**config.mk**
```make
export PLATFORM = sky130hd
export DESIGN_NAME = rdinj_flip
export DESIGN_NICKNAME = d
export VERILOG_FILES = /design/src/rtl/rdinj_pkg.sv /design/src/rtl/rdinj_flip.sv
export SDC_FILE = /design/constraint.sdc
export NUM_CORES = 1
export LEC_CHECK = 0
export BUFFER_PORTS_ARGS = -buffer_cell sky130_fd_sc_hd__buf_2
export CELL_PAD_IN_SITES_DETAIL_PLACEMENT = 0
export CELL_PAD_IN_SITES_GLOBAL_PLACEMENT = 2
export CORE_MARGIN = 4
export CORE_UTILIZATION = 20
export DETAILED_ROUTE_END_ITERATION = 10
export GPL_TIMING_DRIVEN = 0
export PLACE_DENSITY_LB_ADDON = 0.08
export SYNTH_ARGS = -nofsm -noshare
export SYNTH_HDL_FRONTEND = slang
export SYNTH_SLANG_ARGS = --single-unit
```
**constraint.sdc**
```tcl
create_clock -name vclk -period 1.9
set_input_delay 0.19 -clock vclk [all_inputs]
set_output_delay 0.19 -clock vclk [all_outputs]
set_load 0.05 [all_outputs]
```
**src/rtl/rdinj_pkg.sv**
```systemverilog
package rdinj_pkg;
  localparam int DATA_W = 64;
  localparam int CHK_W  = 8;
  localparam int WORD_W = DATA_W + CHK_W;
  localparam int POS_W  = $clog2(WORD_W);
  localparam int MODE_W = 3;
  localparam logic [MODE_W-1:0] MODE_RD_ONE = 3'd4;
  localparam logic [MODE_W-1:0] MODE_RD_TWO = 3'd5;

  // odd-weight syndrome column of data bit i
  function automatic logic [CHK_W-1:0] col_of(input int i);
    case (i)
      0: return 8'h23;  1: return 8'h43;  2: return 8'h83;  3: return 8'h3D;
      4: return 8'h45;  5: return 8'h85;  6: return 8'h89;  7: return 8'h49;
      8: return 8'h46;  9: return 8'h86; 10: return 8'h07; 11: return 8'h7A;
     12: return 8'h8A; 13: return 8'h0B; 14: return 8'h13; 15: return 8'h92;
     16: return 8'h8C; 17: return 8'h0D; 18: return 8'h0E; 19: return 8'hF4;
     20: return 8'h15; 21: return 8'h16; 22: return 8'h26; 23: return 8'h25;
     24: return 8'h19; 25: return 8'h1A; 26: return 8'h1C; 27: return 8'hE9;
     28: return 8'h2A; 29: return 8'h2C; 30: return 8'h4C; 31: return 8'h4A;
     32: return 8'h32; 33: return 8'h34; 34: return 8'h38; 35: return 8'hD3;
     36: return 8'h54; 37: return 8'h58; 38: return 8'h98; 39: return 8'h94;
     40: return 8'h64; 41: return 8'h68; 42: return 8'h70; 43: return 8'hA7;
     44: return 8'hA8; 45: return 8'hB0; 46: return 8'h31; 47: return 8'h29;
     48: return 8'hC8; 49: return 8'hD0; 50: return 8'hE0; 51: return 8'h4F;
     52: return 8'h51; 53: return 8'h61; 54: return 8'h62; 55: return 8'h52;
     56: return 8'h91; 57: return 8'hA1; 58: return 8'hC1; 59: return 8'h9E;
     60: return 8'hA2; 61: return 8'hC2; 62: return 8'hC4; 63: return 8'hA4;
      default: return 8'h00;
    endcase
  endfunction
endpackage

```
**src/rtl/rdinj_flip.sv**
```systemverilog
module rdinj_flip
  import rdinj_pkg::*;
#(
  parameter int ADDR_W = 16
) (
  input  logic [WORD_W-1:0] word_i,
  input  logic [ADDR_W-1:0] addr_i,
  input  logic              en_i,
  input  logic [MODE_W-1:0] mode_i,
  input  logic [ADDR_W-1:0] flt_addr_i,
  input  logic [POS_W-1:0]  pos0_i,
  input  logic [POS_W-1:0]  pos1_i,
  output logic [WORD_W-1:0] word_o
);
  logic one_mode, two_mode, active;
  logic [WORD_W-1:0] mask;

  assign one_mode = (mode_i == MODE_RD_ONE);
  assign two_mode = (mode_i == MODE_RD_TWO);
  assign active   = en_i && (one_mode || two_mode) && (addr_i == flt_addr_i);

  // out-of-range positions match no bit, so they flip nothing
  for (genvar b = 0; b < WORD_W; b++) begin : g_mask
    assign mask[b] = (pos0_i == POS_W'(b)) || (two_mode && (pos1_i == POS_W'(b)));
  end

  assign word_o = active ? (word_i ^ mask) : word_i;
endmodule

```
# == After elaboration in Yosys (flattened, before gate mapping) ==
# Cells that the tools add are included.
# totals
register_bits,0
latchBits,0
ramBits,0
mem_bits_ro,0
word_cells,296
n_memories,0
# op_classes
add_sub_neg,0
mul,0
div,0
magnitude_cmp,0
eq_ne,145
n_shift,0
n_mux,1
bitwise_logic,1
n_reduce_logical,149
# ops
operator,count
equality test 7 x 6 -> 1 bit (second input constant),64
equality test 7 x 5 -> 1 bit (second input constant),32
equality test 7 x 4 -> 1 bit (second input constant),16
equality test 7 bit (second input constant),16
logical AND 1 bit,74
logical OR 1 bit,73
two-way mux 72 bit,1
bitwise XOR 72 bit,1
equality test 7 x 3 -> 1 bit (second input constant),8
equality test 7 x 2 -> 1 bit (second input constant),4
equality test 16 bit,1
equality test 7 x 1 -> 1 bit (second input constant),2
logical NOT 7 bit,2
equality test 3 bit (second input constant),2

# == Logic depth before layout (Yosys ltp) ==
# Gate-level depths: netlist of run 1.
# logic_depth
word_depth,5
ltp_mapped,7
mapped_depth_nobuf,5

# == Worst setup path before layout of run 1 ==
# OpenSTA, ideal clock, no wires.
# synth_path
kind,input port to output port
startpoint,input flt_addr_i[10]
endpoint,output word_o[10]
t_arrival_ns,2.053
required_ns,1.710
slack_ns,-0.343
path_stages,7
path_buffers,2
path_cell_list,xor2_1 -> nor4_1 -> and3_1 -> clkbuf_2 -> buf_2 -> nand3_1 -> xnor2_1
# synth_via
elab_chain_len,3
# synth_rtl
element,line_no,source
from (decl),rdinj_flip.sv:10,"input logic [ADDR_W-1:0] flt_addr_i,"
equality test 16 bit,rdinj_flip.sv:20,assign active = en_i && (one_mode || two_mode) && (addr_i == flt_addr_i);
logical AND 1 bit,rdinj_flip.sv:20,
two-way mux 72 bit,rdinj_flip.sv:27,assign word_o = active ? (word_i ^ mask) : word_i;
to (decl),rdinj_flip.sv:13,output logic [WORD_W-1:0] word_o
# Every way passes these cells.

# == Worst setup path in the final report of run 1 ==
# layout_path
startpoint,input addr_i[5]
endpoint,output word_o[43]
# layout_via
elab_chain_len,3
# layout_rtl
element,line_no,source
from (decl),rdinj_flip.sv:7,"input logic [ADDR_W-1:0] addr_i,"
equality test 16 bit,rdinj_flip.sv:20,
logical AND 1 bit,rdinj_flip.sv:20,
two-way mux 72 bit,rdinj_flip.sv:27,
# Every way passes these cells.

==> results.py, run 1 <==
metrics = {
    "outcome": {
        "run_status": "finished with violations",
        "failed_checks": "setup timing",
    },
    "worst_setup_path": {
        "timing_worst_setup_path_type": "primary input to output pin",
        "critical-path-top-cell-by-count": "sky130_fd_sc_hd__buf_6",
        "cp_num_buf_inv": 4,
        "path_delay_family": "simple AND/OR/NAND/NOR gates",
        "critical-path-slowest-cell": "sky130_fd_sc_hd__nor4_2",
        "critPathRequiredTime_ns": 1.71,
        "critPathArrivalTime_ns": 1.87,
        "critical_path.endpoint_type": "output pin",
        "cpPeakStageDelay_ns": 0.35,
        "cells_along_the_critical_path": "buf_6 > xor2_2 > nor4_2 > nand3_1 > buf_6 > buf_12 > nor3_4 > xor2_4 > buf_6",
        "timing.critical_path.from_type": "primary input",
        "cp_max_fo": 8,
    },
    "timing": {
        "unrepaired_setup_endpoints_after_global_routing": "true",
        "finalMaxSlewViolations": 0,
        "slew-limit-headroom": 0.707,
        "post-route-min-period_ns": 2.06,
        "hold_viol": 0,
        "report.final.setup_viol": 72,
        "fin_ws_ns": -0.162,
        "timing.fmax_mhz": 485,
        "tightest_slew_ns": 0.438,
        "hold_slack_ns": 0.685,
        "timing.final.crit_share": 1.09,
        "final.setup.tns_ns": -8.49,
    },
    "placement": {
        "detailedPlacementHpwl_mm": 10.5,
        "dpl.cell_count": 740,
        "routabilityCongestion": 0.896,
        "portBuffers": 194,
    },
    "floorplanning": {
        "initial_core_util": 0.208,
        "dieHeight_microns": 121,
        "fp.dieArea_sq_um": 14600,
        "rows": 40,
        "coreArea_sq_um": 12300,
        "floorplan.io_pins": 194,
        "chipWidth_microns": 121,
    },
    "logic_synthesis": {
        "synthMuxAreaShare": 0,
        "synthesis.area_per_instance_sq_um": 6.74,
        "synth-xor-area-share": 0.303,
        "yosys.area_share.simple": 0.420,
        "synth-seq-area-share": 0,
        "synth-warning-count": 0,
        "netlist_instances": 378,
        "mappedNetlistNets": 500,
        "synthesized_area_fraction_occupied_by_ao_oa_aoi_and_oai_cells": 0.194,
        "synth_fa_ha_area_frac": 0,
        "yosys.cell_types.count": 28,
        "main_combinational_cell_family_by_area_after_synthesis": "simple AND/OR/NAND/NOR gates",
        "synthesis.area_sq_um": 2550,
    },
    "finish": {
        "finalNetCount": 721,
        "numSequentialCells": 0,
        "post_route_cells_drive_above_1_share": 0.771,
        "most_common_cell_after_layout_fill_and_taps_aside": "sky130_fd_sc_hd__buf_2",
        "syn_to_final_growth_pct": 186,
        "layout_common_cells": "sky130_fd_sc_hd__buf_2, sky130_fd_sc_hd__buf_6, sky130_fd_sc_hd__nand3_4, sky130_fd_sc_hd__xnor2_4, sky130_fd_sc_hd__nor3_4",
        "finalNonFillerCells": 766,
        "clkbuf_count": 0,
        "seqCellArea_sq_um": 0,
    },
    "pwr": {
        "power_density_nw_per_um2": 164,
        "p_sw_frac": 0.573,
        "power.switching_mw": 0.683,
        "p_int_mw": 0.510,
        "p_clk_frac": 0,
        "p_leak_nw": 2.94,
        "ir_drop_mv": 0.0972,
        "combinationalPowerShare": 1.000,
        "overall_power_of_the_completed_layout_mw": 1.19,
        "share_seq_of_total_power": 0,
    },
    "grt": {
        "grt.met3_usage": 0.00886,
        "global_routing_s_busiest_layer": "met2",
        "maximum_number_of_pins_on_one_net_before_global_route_repair": 11,
        "grt_pass1_wl_mm": 20.5,
        "first_global_vias": 4025,
        "grt_use_met1": 0.198,
        "routing_usage_on_met2": 0.337,
        "grt_remaining_overflow": 0,
        "grt.total_usage": 0.171,
        "antenna_found_initial": 1,
    },
    "routing": {
        "drt-pass1-iter-count": 4,
        "routed_wl_mm": 13.4,
        "vias_per_cell": 4.99,
        "drt-wirelength-per-cell_microns": 17.5,
        "drc": 0,
        "postRouteAntennaNets": 0,
        "via_count": 3824,
        "detailedRoute.firstIterationViolations": 113,
    },
    "run": {
        "drv_cap": 0,
    },
    "min_path": {
        "hold_class": "primary input to output pin",
    },
}
[per-layer routing]
layer  part of all wire  vias up
met5                  0        -
met4              0.024        0
met3              0.037       24
met2               0.58      114
met1               0.36     1879
li1                   -     1807
[timing repair]
item                                    CTS  global route
endpoints found under the setup margin   72            72
cloned                                    2             9
gates resized for setup                 344            66
pin swaps                                51            44
hold endpoints to repair                  0             0
setup buffers                            12             7
hold buffers                              0             0
[cells in the mapped netlist]
cell type                  number  share of area
sky130_fd_sc_hd__a22oi_1       32          0.094
sky130_fd_sc_hd__and3_1         1         0.0025
sky130_fd_sc_hd__and3b_1        1         0.0034
sky130_fd_sc_hd__and4_1         1         0.0034
sky130_fd_sc_hd__and4b_1        1         0.0039
sky130_fd_sc_hd__buf_2         14          0.028
sky130_fd_sc_hd__buf_4          6          0.018
sky130_fd_sc_hd__buf_6          4          0.018
sky130_fd_sc_hd__clkbuf_1      11          0.016
sky130_fd_sc_hd__clkbuf_2       2         0.0039
sky130_fd_sc_hd__nand2_1       24          0.035
sky130_fd_sc_hd__nand2b_1       8          0.020
sky130_fd_sc_hd__nand3_1       54           0.11
sky130_fd_sc_hd__nand4_1        2         0.0049
sky130_fd_sc_hd__nand4b_1       2         0.0069
sky130_fd_sc_hd__nor2_1        23          0.034
sky130_fd_sc_hd__nor2b_1        8          0.020
sky130_fd_sc_hd__nor3_1        16          0.031
sky130_fd_sc_hd__nor3_2        30           0.12
sky130_fd_sc_hd__nor3b_1        1         0.0029
sky130_fd_sc_hd__nor3b_2        2         0.0098
sky130_fd_sc_hd__nor4_1         4         0.0098
sky130_fd_sc_hd__o22ai_1       38          0.093
sky130_fd_sc_hd__o32ai_1        2         0.0069
sky130_fd_sc_hd__or3_1          2         0.0049
sky130_fd_sc_hd__or3b_2         1         0.0034
sky130_fd_sc_hd__xnor2_1       45           0.15
sky130_fd_sc_hd__xor2_1        43           0.15
[metrics by stage]
| step | setup WS, ns | cell area, sq um | utilization |
|---|---|---|---|
| 2_1_floorplan | -0.0308 | 3880 | - |
| 3_3_place_gp | -0.631 | 5060 | 0.412 |
| 3_5_place_dp | -0.684 | 5060 | 0.412 |
| 4_1_cts | -0.152 | 6680 | 0.544 |
| 5_1_grt | -0.220 | 7280 | 0.594 |
| 6_report | -0.162 | 7280 | 0.594 |
[worst paths after layout]
kind / start / slack, ns / end / depth (start not counted)
worst max-delay path: addr_i[5] / -0.16 / word_o[43] / 9
worst min-delay path: word_i[63] / 0.69 / word_o[63] / 3
[final cells by class]
| class | count | area [sq um] |
|---|---|---|
| tap | 168 | 210 |
| buffer | 32 | 393 |
| fill | 1048 | 4980 |
| antenna | 1 | 2.50 |
| timing repair buffer | 224 | 1960 |
| multi-input combinational | 341 | 4710 |
[cell families (layout without fill, tap and decap cells)]
group           count (synthesis)  count (layout)
compound gates                 72              72
xor+xnor                       88              88
buf+inv                        37             256
other cells                     0               1
simple gates                  181             181
[tightest hold or removal path, delay by kind of cell]
| kind | cells | cell delay, ns |
|---|---|---|
| xor+xnor | 1 | 0.06 |
| buf+inv | 2 | 0.24 |
[power by group through the flow]
| stage | Clock, mW | Combinational (mW) | Sequential [mW] |
|---|---|---|---|
| finish | 0.0000000703 | 1.19 | 0 |
| global route | 0.0000000703 | 1.25 | 0 |
| CTS | 0 | 1.15 | 0 |
| detailed placement | 0 | 0.979 | 0 |
| global placement | 0 | 0.973 | 0 |
| floorplan | 0 | 0.620 | 0 |
(Power assumes the default switching activity.)
==> run 2: changes to the inputs <==
TNS_END_PERCENT = 10   (was not set)
==> results.py, run 2 (same netlist as run 1, synthesis figures left out) <==
metrics = {
    "worst_setup_path": {
        "timing.critical_path.from_type": "primary input",
        "critical_path.endpoint_type": "output pin",
        "critPathArrivalTime_ns": 1.91,
        "path_delay_family": "simple AND/OR/NAND/NOR gates",
        "cp_num_buf_inv": 3,
        "cells_along_the_critical_path": "buf_2 > xnor2_1 > nand3_1 > or3_4 > buf_12 > nor3_4 > xor2_4 > buf_6",
        "cpPeakStageDelay_ns": 0.49,
        "timing_worst_setup_path_type": "primary input to output pin",
        "critical-path-slowest-cell": "sky130_fd_sc_hd__or3_4",
        "cp_max_fo": 7,
        "critPathRequiredTime_ns": 1.71,
    },
    "timing": {
        "timing.final.crit_share": 1.10,
        "slew-limit-headroom": 0.688,
        "hold_viol": 0,
        "final.setup.tns_ns": -6.10,
        "timing.fmax_mhz": 477,
        "report.final.setup_viol": 71,
        "tightest_slew_ns": 0.466,
        "finalMaxSlewViolations": 0,
        "unrepaired_setup_endpoints_after_global_routing": "true",
        "hold_slack_ns": 0.690,
        "fin_ws_ns": -0.197,
        "post-route-min-period_ns": 2.10,
    },
    "pwr": {
        "power.switching_mw": 0.636,
        "ir_drop_mv": 0.102,
        "p_int_mw": 0.441,
        "power_density_nw_per_um2": 180,
        "p_clk_frac": 0,
        "share_seq_of_total_power": 0,
        "p_leak_nw": 2.65,
        "p_sw_frac": 0.591,
        "combinationalPowerShare": 1.000,
    },
    "min_path": {
        "hold_class": "primary input to output pin",
    },
    "finish": {
        "finalNetCount": 701,
        "n_antenna_cell": 0,
        "most_common_cell_after_layout_fill_and_taps_aside": "sky130_fd_sc_hd__buf_2",
        "numSequentialCells": 0,
        "layout_common_cells": "sky130_fd_sc_hd__buf_2, sky130_fd_sc_hd__buf_6, sky130_fd_sc_hd__xnor2_2",
        "clkbuf_count": 0,
        "finalCoreUtilization": 0.489,
        "fillers": 1162,
        "seqCellArea_sq_um": 0,
        "syn_to_final_growth_pct": 135,
        "post_route_cells_drive_above_1_share": 0.672,
    },
    "grt": {
        "antenna_found_initial": 0,
        "grt_remaining_overflow": 0,
        "grt_pass1_wl_mm": 20.0,
        "maximum_number_of_pins_on_one_net_before_global_route_repair": 11,
        "first_global_vias": 3872,
        "grt.total_usage": 0.165,
    },
    "routing": {
        "postRouteAntennaNets": 0,
        "detailedRoute.firstIterationViolations": 162,
        "drc": 0,
        "vias_per_cell": 4.90,
        "drt-pass1-iter-count": 4,
        "drt-wirelength-per-cell_microns": 17.0,
        "via_count": 3651,
        "routed_wl_mm": 12.6,
    },
    "cts": {
        "cts-hold-fix-buffers": 0,
    },
    "placement": {
        "routabilityCongestion": 0.899,
        "worst_case_setup_slack_after_placement_ns": -0.671,
        "detailedPlacementHpwl_mm": 10.1,
        "portBuffers": 194,
    },
    "floorplanning": {
        "dieHeight_microns": 121,
        "initial_core_util": 0.208,
        "floorplan.io_pins": 194,
        "rows": 40,
        "chipWidth_microns": 121,
        "coreArea_sq_um": 12300,
        "fp.dieArea_sq_um": 14600,
    },
    "outcome": {
        "failed_checks": "setup timing",
        "run_status": "finished with violations",
    },
    "run": {
        "drv_cap": 0,
    },
}
==> run 2: cell count changes in the layout (fill, tap and decap cells not counted), moves of 10 or more <==
cell / before / now
sky130_fd_sc_hd__nand3_1: 13 / 29
sky130_fd_sc_hd__nand3_2: 1 / 18
sky130_fd_sc_hd__nand3_4: 40 / 7
sky130_fd_sc_hd__xnor2_4: 40 / 7
sky130_fd_sc_hd__o22ai_1: 22 / 33
sky130_fd_sc_hd__xnor2_2: 5 / 36
sky130_fd_sc_hd__o22ai_2: 15 / 5
==> run 2: layer usage <==
| layer | wire length [microns] | global-route usage | vias up |
|---|---|---|---|
| met5 | 0 | 0 | - |
| met4 | 93 | 0.0198 | 0 |
| met3 | 524 | 0.00746 | 7 |
| met2 | 7150 | 0.325 | 121 |
| met1 | 4870 | 0.202 | 1757 |
| li1 | - | - | 1766 |
==> run 2: timing repair <==
| action | 4_1_cts | 5_1_grt |
|---|---|---|
| gates cloned | 2 | 2 |
| buffers inserted | 4 | 1 |
| gates resized for setup | 257 | 50 |
| endpoints found under the setup margin | 72 | 72 |
| pin swaps | 39 | 10 |
==> run 2: worst paths after layout <==
path | start | endpoint | slack (ns) | cells after the start
setup / recovery | flt_addr_i[7] | word_o[52] | -0.20 | 8
hold / removal | word_i[15] | word_o[15] | 0.69 | 3
==> run 2: power groups by stage <==
stage | registers, mW | clock network, mW | logic [mW]
finish | 0 | 0 | 1.08
global route | 0 | 0 | 1.14
CTS | 0 | 0 | 1.06
detailed placement | 0 | 0 | 0.915
global placement | 0 | 0 | 0.907
floorplan | 0 | 0 | 0.576
==> run 2: per-stage QoR <==
stage	area, sq um	instances	power, mW
detailed placement	4690	740	0.915
global placement	4690	740	0.907
finish	5990	745	1.08
CTS	5720	742	1.06
global route	5990	745	1.14
floorplan	3500	378	0.576
==> run 2: cell type report <==
type                       instances  area, sq um  share of cell area
multi-input combinational        341         3810               0.635
timing repair buffer             203         1590               0.265
buffer                            33          389              0.0649
tap                              168          210              0.0351
==> run 3: changes to the inputs <==
RECOVER_POWER = 50   (was not set)
clock period = 2.2 ns   (was 1.9 ns; I/O delays follow)
==> results.py, run 3 (same netlist as run 1, synthesis figures left out) <==
metrics = {
    "outcome": {
        "run_status": "finished with violations",
        "failed_checks": "setup timing",
    },
    "finish": {
        "layout_common_cells": "sky130_fd_sc_hd__buf_2, sky130_fd_sc_hd__buf_4, sky130_fd_sc_hd__nand3_1",
        "fillers": 1361,
        "numSequentialCells": 0,
        "syn_to_final_growth_pct": 78.8,
        "clkbuf_count": 0,
        "finalNetCount": 701,
        "multi_input_comb_area_sq_um": 2710,
        "post_route_cells_drive_above_1_share": 0.515,
        "finalCoreUtilization": 0.371,
        "most_common_cell_after_layout_fill_and_taps_aside": "sky130_fd_sc_hd__buf_2",
        "n_antenna_cell": 0,
        "seqCellArea_sq_um": 0,
    },
    "routing": {
        "vias_per_cell": 4.79,
        "drc": 0,
        "drt-wirelength-per-cell_microns": 16.3,
        "via_count": 3570,
        "postRouteAntennaNets": 0,
        "detailedRoute.firstIterationViolations": 165,
        "routed_wl_mm": 12.1,
        "drt-pass1-iter-count": 4,
    },
    "floorplanning": {
        "fp.dieArea_sq_um": 14600,
        "rows": 40,
        "coreArea_sq_um": 12300,
        "dieHeight_microns": 121,
        "floorplan.io_pins": 194,
        "initial_core_util": 0.208,
        "chipWidth_microns": 121,
    },
    "timing": {
        "slew-limit-headroom": 0.693,
        "report.final.setup_viol": 4,
        "finalMaxSlewViolations": 0,
        "post-route-min-period_ns": 2.21,
        "unrepaired_setup_endpoints_after_global_routing": "true",
        "hold_slack_ns": 0.740,
        "hold_viol": 0,
        "tightest_slew_ns": 0.459,
        "timing.final.crit_share": 1.00,
        "timing.fmax_mhz": 452,
        "fin_ws_ns": -0.0102,
        "final.setup.tns_ns": -0.0253,
    },
    "pwr": {
        "overall_power_of_the_completed_layout_mw": 0.773,
        "p_leak_nw": 2.17,
        "power_density_nw_per_um2": 170,
        "ir_drop_mv": 0.0840,
    },
    "grt": {
        "maximum_number_of_pins_on_one_net_before_global_route_repair": 11,
        "grt_pass1_wl_mm": 18.4,
        "antenna_found_initial": 0,
        "grt.total_usage": 0.152,
        "first_global_vias": 3553,
        "grt_remaining_overflow": 0,
    },
    "cts": {
        "cts-hold-fix-buffers": 0,
    },
    "placement": {
        "portBuffers": 194,
        "routabilityCongestion": 0.836,
        "detailedPlacementHpwl_mm": 9.94,
    },
    "worst_setup_path": {
        "timing.critical_path.from_type": "primary input",
        "critical_path.endpoint_type": "output pin",
        "critPathArrivalTime_ns": 1.99,
        "cpPeakStageDelay_ns": 0.55,
        "cp_max_fo": 8,
        "critical-path-slowest-cell": "sky130_fd_sc_hd__or3_4",
        "critPathRequiredTime_ns": 1.98,
        "timing_worst_setup_path_type": "primary input to output pin",
        "cells_along_the_critical_path": "buf_2 > xnor2_1 > nand4_1 > or3_4 > clkbuf_16 > nor3_4 > xor2_1 > buf_4",
    },
    "min_path": {
        "hold_class": "primary input to output pin",
        "worst_hold_path.endpoint": "word_o[36]",
        "hold-path-cell-count": 3,
        "hold_path.startpoint": "word_i[36]",
    },
    "run": {
        "drv_cap": 0,
    },
}
==> run 3: changes by cell type in the layout (fill, tap and decap cells not counted), sizes merged <==
cell / delta
buf: -12
clkbuf: +12
==> run 3: layer usage <==
layer  global-route usage  vias to the layer above  share of wire
met5                    0                        -              0
met3               0.0210                        0          0.084
met2                0.242                      166           0.46
met1                0.229                     1618           0.46
met4              0.00142                        0              0
li1                     -                     1786              -
==> run 3: how the worst max path moves through the flow <==
stage | endpoint | depth (start not counted) | slack (ns) | from
final | word_o[60] | 8 | -0.01 | flt_addr_i[13]
after global routing | word_o[47] | 8 | -0.13 | flt_addr_i[13]
after CTS | word_o[37] | 9 | -0.05 | flt_addr_i[12]
after detailed placement | word_o[14] | 8 | -0.32 | flt_addr_i[6]
after global placement | word_o[10] | 8 | -0.27 | flt_addr_i[6]
after floorplan | word_o[31] | 7 | -0.10 | flt_addr_i[10]
==> run 3: area by class of cell <==
class                           count  share of cell area
Multi-Input combinational cell    341               0.595
Timing Repair Buffer              201               0.294
Buffer                             35              0.0651
Tap cell                          168              0.0462
==> run 3: what timing repair did <==
action | CTS | global route
pin swaps | 8 | 66
resized for setup | 91 | 96
setup endpoints to repair | 72 | 72
gates cloned | 0 | 4
setup buffers | 1 | 2
==> run 3: critical path: cells and delay by family <==
| kind | cells | cell delay, ns |
|---|---|---|
| simple gates | 3 | 0.91 |
| buf+inv | 3 | 0.54 |
| xor+xnor | 2 | 0.31 |
==> run 3: through the flow <==
step | area [sq um] | cells | worst slack [ns]
final | 4550 | 745 | -0.0102
after global routing | 4550 | 745 | -0.127
after CTS | 4040 | 741 | -0.0468
after detailed placement | 3780 | 740 | -0.316
after global placement | 3780 | 740 | -0.274
after floorplan | 2600 | 378 | -0.103
==> run 3: power by group <==
group	switching [mW]	internal, mW
logic	0.493	0.280
clock network	0	0
registers	0	0
